--- src/rtl/cop_irq_pkg.sv ---
package cop_irq_pkg;
  localparam int NSRC = 4;
  localparam int P_W  = 8;

  // source slots: 0 non-maskable, 1 timer, 2 DMA, 3 host request
  typedef enum logic [1:0] {
    SRC_NMI  = 2'd0,
    SRC_TMR  = 2'd1,
    SRC_DMA  = 2'd2,
    SRC_HIRQ = 2'd3
  } src_e;

  // one-hot winner; slot 0 ignores the disable flag, lower slots win
  function automatic logic [NSRC-1:0] pick_winner(input logic [NSRC-1:0] qual,
                                                  input logic idis);
    logic [NSRC-1:0] w;
    w = '0;
    if (qual[SRC_NMI]) begin
      w[SRC_NMI] = 1'b1;
    end else if (!idis) begin
      for (int i = NSRC - 1; i >= 1; i--) begin
        if (qual[i]) w = NSRC'(1) << i;
      end
    end
    return w;
  endfunction

  function automatic logic [P_W-1:0] entry_status(input logic [P_W-1:0] p,
                                                  input int i_bit,
                                                  input int d_bit);
    logic [P_W-1:0] r;
    r = p;
    r[i_bit] = 1'b1;
    r[d_bit] = 1'b0;
    return r;
  endfunction

  function automatic logic [P_W-1:0] stacked_status(input logic [P_W-1:0] p,
                                                    input logic emu,
                                                    input int b_bit);
    logic [P_W-1:0] r;
    r = p;
    if (emu) r[b_bit] = 1'b0;
    return r;
  endfunction
endpackage

--- src/rtl/cop_irq_qualify.sv ---
module cop_irq_qualify
  import cop_irq_pkg::*;
(
  input  logic [NSRC-1:0] req,
  input  logic [NSRC-1:0] en,
  input  logic [NSRC-1:0] clr,
  output logic [NSRC-1:0] qual
);
  for (genvar k = 0; k < NSRC; k++) begin : g_q
    assign qual[k] = req[k] & en[k] & ~clr[k];
  end
endmodule

--- src/rtl/cop_irq_select.sv ---
module cop_irq_select
  import cop_irq_pkg::*;
(
  input  logic            clk,
  input  logic            rst_n,
  input  logic            sample,
  input  logic            idis,
  input  logic [NSRC-1:0] qual,
  output logic [NSRC-1:0] won,
  output logic            any_won
);
  logic [NSRC-1:0] cand;

  assign cand    = pick_winner(qual, idis);
  assign won     = sample ? cand : '0;
  assign any_won = |won;

  a_r5_single_winner: assert property (@(posedge clk) disable iff (!rst_n)
    $onehot0(won));
  a_r4_masked_none: assert property (@(posedge clk) disable iff (!rst_n)
    (idis && !qual[SRC_NMI]) |-> !any_won);
  a_r3_nmi_wins: assert property (@(posedge clk) disable iff (!rst_n)
    (sample && qual[SRC_NMI]) |-> won[SRC_NMI]);
endmodule

--- src/rtl/cop_irq_srcbank.sv ---
module cop_irq_srcbank
  import cop_irq_pkg::*;
(
  input  logic            clk,
  input  logic            rst_n,
  input  logic [NSRC-1:0] won,
  input  logic            wr,
  input  logic [NSRC-1:0] wdata,
  output logic [NSRC-1:0] clr_q,
  output logic [NSRC-1:0] flag_q
);
  for (genvar k = 0; k < NSRC; k++) begin : g_src
    always_ff @(posedge clk) begin
      if (!rst_n) begin
        clr_q[k]  <= 1'b0;
        flag_q[k] <= 1'b0;
      end else if (won[k]) begin
        clr_q[k]  <= 1'b1;
        flag_q[k] <= 1'b1;
      end else if (wr) begin
        clr_q[k]  <= wdata[k];
        if (wdata[k]) flag_q[k] <= 1'b0;
      end
    end

    a_r9_take_over_write: assert property (@(posedge clk) disable iff (!rst_n)
      won[k] |=> (clr_q[k] && flag_q[k]));
  end
endmodule

--- src/rtl/cop_irq_arbiter.sv ---
module cop_irq_arbiter
  import cop_irq_pkg::*;
#(
  parameter int VEC_W  = 16,
  parameter int BANK_W = 8,
  parameter int I_BIT  = 2,
  parameter int D_BIT  = 3,
  parameter int B_BIT  = 4
) (
  input  logic             clk,
  input  logic             rst_n,
  input  logic             boundary_i,
  input  logic             hold_i,
  input  logic             nmi_req_i,
  input  logic             tmr_req_i,
  input  logic             dma_req_i,
  input  logic             hirq_req_i,
  input  logic [2:0]       mask_en_i,
  input  logic             clr_we_i,
  input  logic [3:0]       clr_wdata_i,
  input  logic [VEC_W-1:0] nmi_vec_i,
  input  logic [VEC_W-1:0] irq_vec_i,
  input  logic             idis_i,
  input  logic             emu_i,
  input  logic [7:0]       p_i,
  output logic             take_o,
  output logic             wake_o,
  output logic [VEC_W-1:0] vec_o,
  output logic [3:0]       flags_o,
  output logic [3:0]       clr_o,
  output logic [BANK_W-1:0] pbank_o,
  output logic [7:0]       p_new_o,
  output logic [7:0]       p_push_o,
  output logic             push_bank_o
);
  logic [NSRC-1:0] req_all, en_all, qual, won;
  logic            sample, any_won;

  assign req_all = {hirq_req_i, dma_req_i, tmr_req_i, nmi_req_i};
  assign en_all  = {mask_en_i, 1'b1};
  assign sample  = boundary_i & ~hold_i;

  cop_irq_srcbank u_bank (
    .clk(clk), .rst_n(rst_n), .won(won), .wr(clr_we_i),
    .wdata(clr_wdata_i), .clr_q(clr_o), .flag_q(flags_o)
  );

  cop_irq_qualify u_qual (
    .req(req_all), .en(en_all), .clr(clr_o), .qual(qual)
  );

  cop_irq_select u_sel (
    .clk(clk), .rst_n(rst_n), .sample(sample), .idis(idis_i),
    .qual(qual), .won(won), .any_won(any_won)
  );

  always_ff @(posedge clk) begin
    if (!rst_n) begin
      take_o      <= 1'b0;
      wake_o      <= 1'b0;
      vec_o       <= '0;
      p_new_o     <= 8'h34;
      p_push_o    <= 8'h34;
      push_bank_o <= 1'b0;
    end else begin
      take_o <= any_won;
      wake_o <= any_won;
      if (any_won) begin
        vec_o       <= won[SRC_NMI] ? nmi_vec_i : irq_vec_i;
        p_new_o     <= entry_status(p_i, I_BIT, D_BIT);
        p_push_o    <= stacked_status(p_i, emu_i, B_BIT);
        push_bank_o <= ~emu_i;
      end
    end
  end

  assign pbank_o = '0;

  a_r2_no_sample_no_take: assert property (@(posedge clk) disable iff (!rst_n)
    (hold_i || !boundary_i) |=> !take_o);
  a_r3_nmi_vector: assert property (@(posedge clk) disable iff (!rst_n)
    (boundary_i && !hold_i && nmi_req_i && !clr_o[0]) |=> (take_o && vec_o == $past(nmi_vec_i)));
  a_r4_idis_blocks: assert property (@(posedge clk) disable iff (!rst_n)
    (boundary_i && idis_i && !(nmi_req_i && !clr_o[0])) |=> !take_o);
  a_r7_wake_tracks_take: assert property (@(posedge clk) disable iff (!rst_n)
    wake_o == take_o);
  a_r8_entry_values: assert property (@(posedge clk) disable iff (!rst_n)
    take_o |-> (pbank_o == '0 && p_new_o[I_BIT] && !p_new_o[D_BIT]));
  a_r6_once_per_source: assert property (@(posedge clk) disable iff (!rst_n)
    (take_o && !$past(clr_we_i)) |-> ($countones(clr_o) >= 1));
endmodule

--- config.mk ---
export PLATFORM = sky130hd
export DESIGN_NAME = cop_irq_arbiter
export DESIGN_NICKNAME = d
export VERILOG_FILES = /design/src/rtl/cop_irq_pkg.sv /design/src/rtl/cop_irq_qualify.sv /design/src/rtl/cop_irq_select.sv /design/src/rtl/cop_irq_srcbank.sv /design/src/rtl/cop_irq_arbiter.sv
export SDC_FILE = /design/constraint.sdc
export NUM_CORES = 1
export LEC_CHECK = 0
export ABC_AREA = 0
export BUFFER_PORTS_ARGS = -buffer_cell sky130_fd_sc_hd__buf_2
export CAP_MARGIN = 20
export CORE_MARGIN = 5
export CORE_UTILIZATION = 38
export DETAILED_ROUTE_END_ITERATION = 8
export PLACE_DENSITY_LB_ADDON = 0.08
export SLEW_MARGIN = 15
export SYNTH_ARGS = -nofsm -noshare
export SYNTH_HDL_FRONTEND = slang
export SYNTH_SLANG_ARGS = --single-unit
--- constraint.sdc ---
create_clock -name clk -period 1.4 [get_ports clk]
set_input_delay 0.07 -clock clk [delete_from_list [all_inputs] [get_ports clk]]
set_output_delay 0.07 -clock clk [all_outputs]
set_load 0.01 [all_outputs]
==> run summary <==
die width: 77.2 um
most frequent cells in the layout: buf_2 (98), dfxtp_1 (32), a211oi_2 (15)
count of cell types in the netlist: 31
wire per inst: 14.9 um
CTS tree: done
outcome: complete, but fails checks
sequential share of the synthesized area: 40.8%
Synth Area in Simple Gates: 17.8%
die area: 5960 um^2
failing checks: negative setup slack
Synth Area in Adders: 0%
Crit path required time: 1560 ps
pin count of the biggest net entering global routing: 22
Max IR drop VDD: 0.634 mV
antenna violations before repair: 0
compound-gate portion of the synthesized area: 19.0%
crit path kind: reg -> reg
Inserted Diodes: 0
final cycle utilization of the critical path: 107%
Max-slew headroom: 54.6%
PD cells: 907 nW/um^2
LEAKAGE: 1.18 nW
slowest CP cell: o311a_2
worst path cell trace: and3b_2, buf_4, o311a_2, nor3_1, a211oi_1
Cell Area, Synth: 1720 um^2
Synth area leader: dfxtp_1
#FFs+latches synth: 35
worst-path fanout max: 6
Final WS setup: -95.8 ps
reg2reg end: push_bank_o$_SDFFE_PN0P_
Worst-Skew Late Latency: 290 ps
final layout net count: 345
Post-DRT Antenna Nets: 0
Yosys top cell area share: 40.8%
Max Root-Sink Buffers: 2
r2r setup slk: -100 ps
H-tree Lvls: 2
Critical Path End Type: flip-flop
max-cap violation count: 0
largest family of logic cells by synthesized area: compound AO/OA/AOI/OAI gates
CTS Buf Count: 5
dpl hpwl: 3420 um
All-Layer GR Usage: 16.3%
CTS sink cnt: 35
post-synthesis mux area share: 9.91%
Worst setup SP type: flip-flop
Worst Hold Launch: p_i[2]
most common cell after layout, fill and taps aside: buf_2
Core Box Area: 4350 um^2
top cells by area, synth: dfxtp_1 (41%), mux2i_1 (9.9%), buf_4 (7.4%)
Critical Path AT: 1660 ps
Critical R2R Launch: u_bank.clr_q[3]$_SDFFE_PN0P_
Fin. Hold Viols: 0
RePlAce Congestion: 0.736
Hold Path Sink: p_push_o[2]$_SDFFE_PN1P_
vias in the first global route: 1,662
1st-iter DRT viols: 52
clock transition at the registers of the reported paths: 70 ps
PortBufs: 98
Setup Skew: 7.36 ps
Area growth syn-to-layout: 51.0%
boundary pin count: 109
R2R cell count: 5
worst hold path class: in -> reg
grt ovf: 0
Root Buffer: clkbuf_8
Post-Syn Area per Cell: 9.59 um^2
Final Hold Slack: 14.7 ps
share of cells above drive strength 1: 59.7%
final setup vio count: 26
Final Power: 2.35 mW
fin. max-slew vios: 0
FP Rows: 24
RSZ-0062 raised after global routing: true
DRC errors left: 0
vias: 1,692
xor/xnor share of the synthesized area: 0%
total routed wirelength: 5080 um
Critical Path Source: u_bank.clr_q[3]$_SDFFE_PN0P_
Starting Density: 39.4%
Post-Syn Instances: 179
Achievable Freq: 669 MHz
Worst Max-Slew Pin Slew: 680 ps
hold path cells: 3
fin crit period: 1500 ps
first-pass GRT wire length: 8000 um
synth warn: 0
drt first pass iters: 4
post-DR vias/cell: 4.98
Die Height: 77.2 um
CP max stage delay: 420 ps
-- metal layers --
layer  vias to the layer above  GRT usage [%]  wire, um  share of wire (%)
met2                        63           26.1      2410                 47
met1                       781           19.8      2150                 42
li1                        841              -         -                  -
met4                         0           5.15        51                1.0
met5                         -              0         0                  0
met3                         7           6.79       467                9.2
-- per-stage QoR --
stage          instance area (um^2)  worst slack, ps  std cells  utilization, %  TNS (ps)
4_1_cts                        2490            -63.7        335            57.2      -787
2_1_floorplan                  1820             -153        187               -     -1970
6_report                       2590            -95.8        340            59.5     -1160
5_1_grt                        2590             -163        340            59.5     -2790
3_3_place_gp                   2280             -119        321            52.4     -1110
3_5_place_dp                   2280             -152        321            52.4     -1770
-- area by class of cell --
class	count	area, um^2
clock buffer	6	72.6
clock inverter	2	12.5
fill	403	1760
inverter	2	7.51
multi-input combinational	124	1010
sequential	35	704
tap	52	65.1
timing repair buffer	119	716
-- cell families (layout without fill, tap and decap cells) --
| family | count (synthesis) | after routing |
|---|---|---|
| buffers and inverters | 30 | 129 |
| DFF | 35 | 35 |
| muxes | 17 | 17 |
| AOI/OAI and AO/OA | 39 | 41 |
| and+or+nand+nor | 56 | 56 |
| other | 2 | 10 |
-- worst max-delay path by stage --
| stage | depth (start not counted) | endpoint |
|---|---|---|
| finish | 5 | push_bank_o$_SDFFE_PN0P_ |
| global route | 5 | p_push_o[6]$_SDFFE_PN0P_ |
| CTS | 5 | vec_o[2]$_SDFFE_PN0P_ |
| detailed placement | 4 | p_push_o[6]$_SDFFE_PN0P_ |
| global placement | 4 | p_push_o[6]$_SDFFE_PN0P_ |
| floorplan | 5 | vec_o[10]$_SDFFE_PN0P_ |
-- synth_stat cells --
master / instances
nor3b_1: 1
buf_6: 3
nor3_1: 17
and2_1: 1
clkbuf_1: 4
a211oi_2: 10
buf_2: 3
a211oi_1: 7
inv_1: 2
nor3b_2: 1
nand2_4: 1
o211ai_1: 1
o311ai_1: 1
nand2b_1: 4
dfxtp_1: 35
conb_1: 2
buf_4: 17
a31oi_1: 4
a21oi_1: 8
o311a_2: 1
or3b_2: 1
nand2_1: 11
or2b_1: 1
nand3_1: 11
o21ai_0: 6
mux2i_1: 17
o311ai_4: 1
and3b_1: 3
nand3b_1: 1
clkbuf_4: 1
nor2_1: 3
-- power breakdown --
part | internal (mW) | switching [mW]
clock network | 0.348 | 0.371
registers | 1.06 | 0.0328
logic | 0.271 | 0.274
-- sequential cells by signal (all words and copies together), names as in the netlist --
| name | count |
|---|---|
| vec_o | 16 |
| p_push_o | 8 |
| u_bank.clr_q | 4 |
| u_bank.flag_q | 4 |
| p_new_o | 1 |
| push_bank_o | 1 |
| wake_o | 1 |
-- what timing repair did --
item                                   CTS  global route
resized for setup                        9            13
gates cloned                             2             1
setup endpoints to repair               27            27
endpoints found under the hold margin    0             1
pin swaps                                4             8
hold buffers                             0             1
setup buffers                            4             3
-- worst max-delay path, delay by kind of cell, from the launching register on --
kind / cells / cell delay (ps)
AOI/OAI and AO/OA: 2 / 490
and+or+nand+nor: 2 / 400
DFF: 1 / 320
buffers and inverters: 1 / 150
Power figures use the tool's default switching activity.
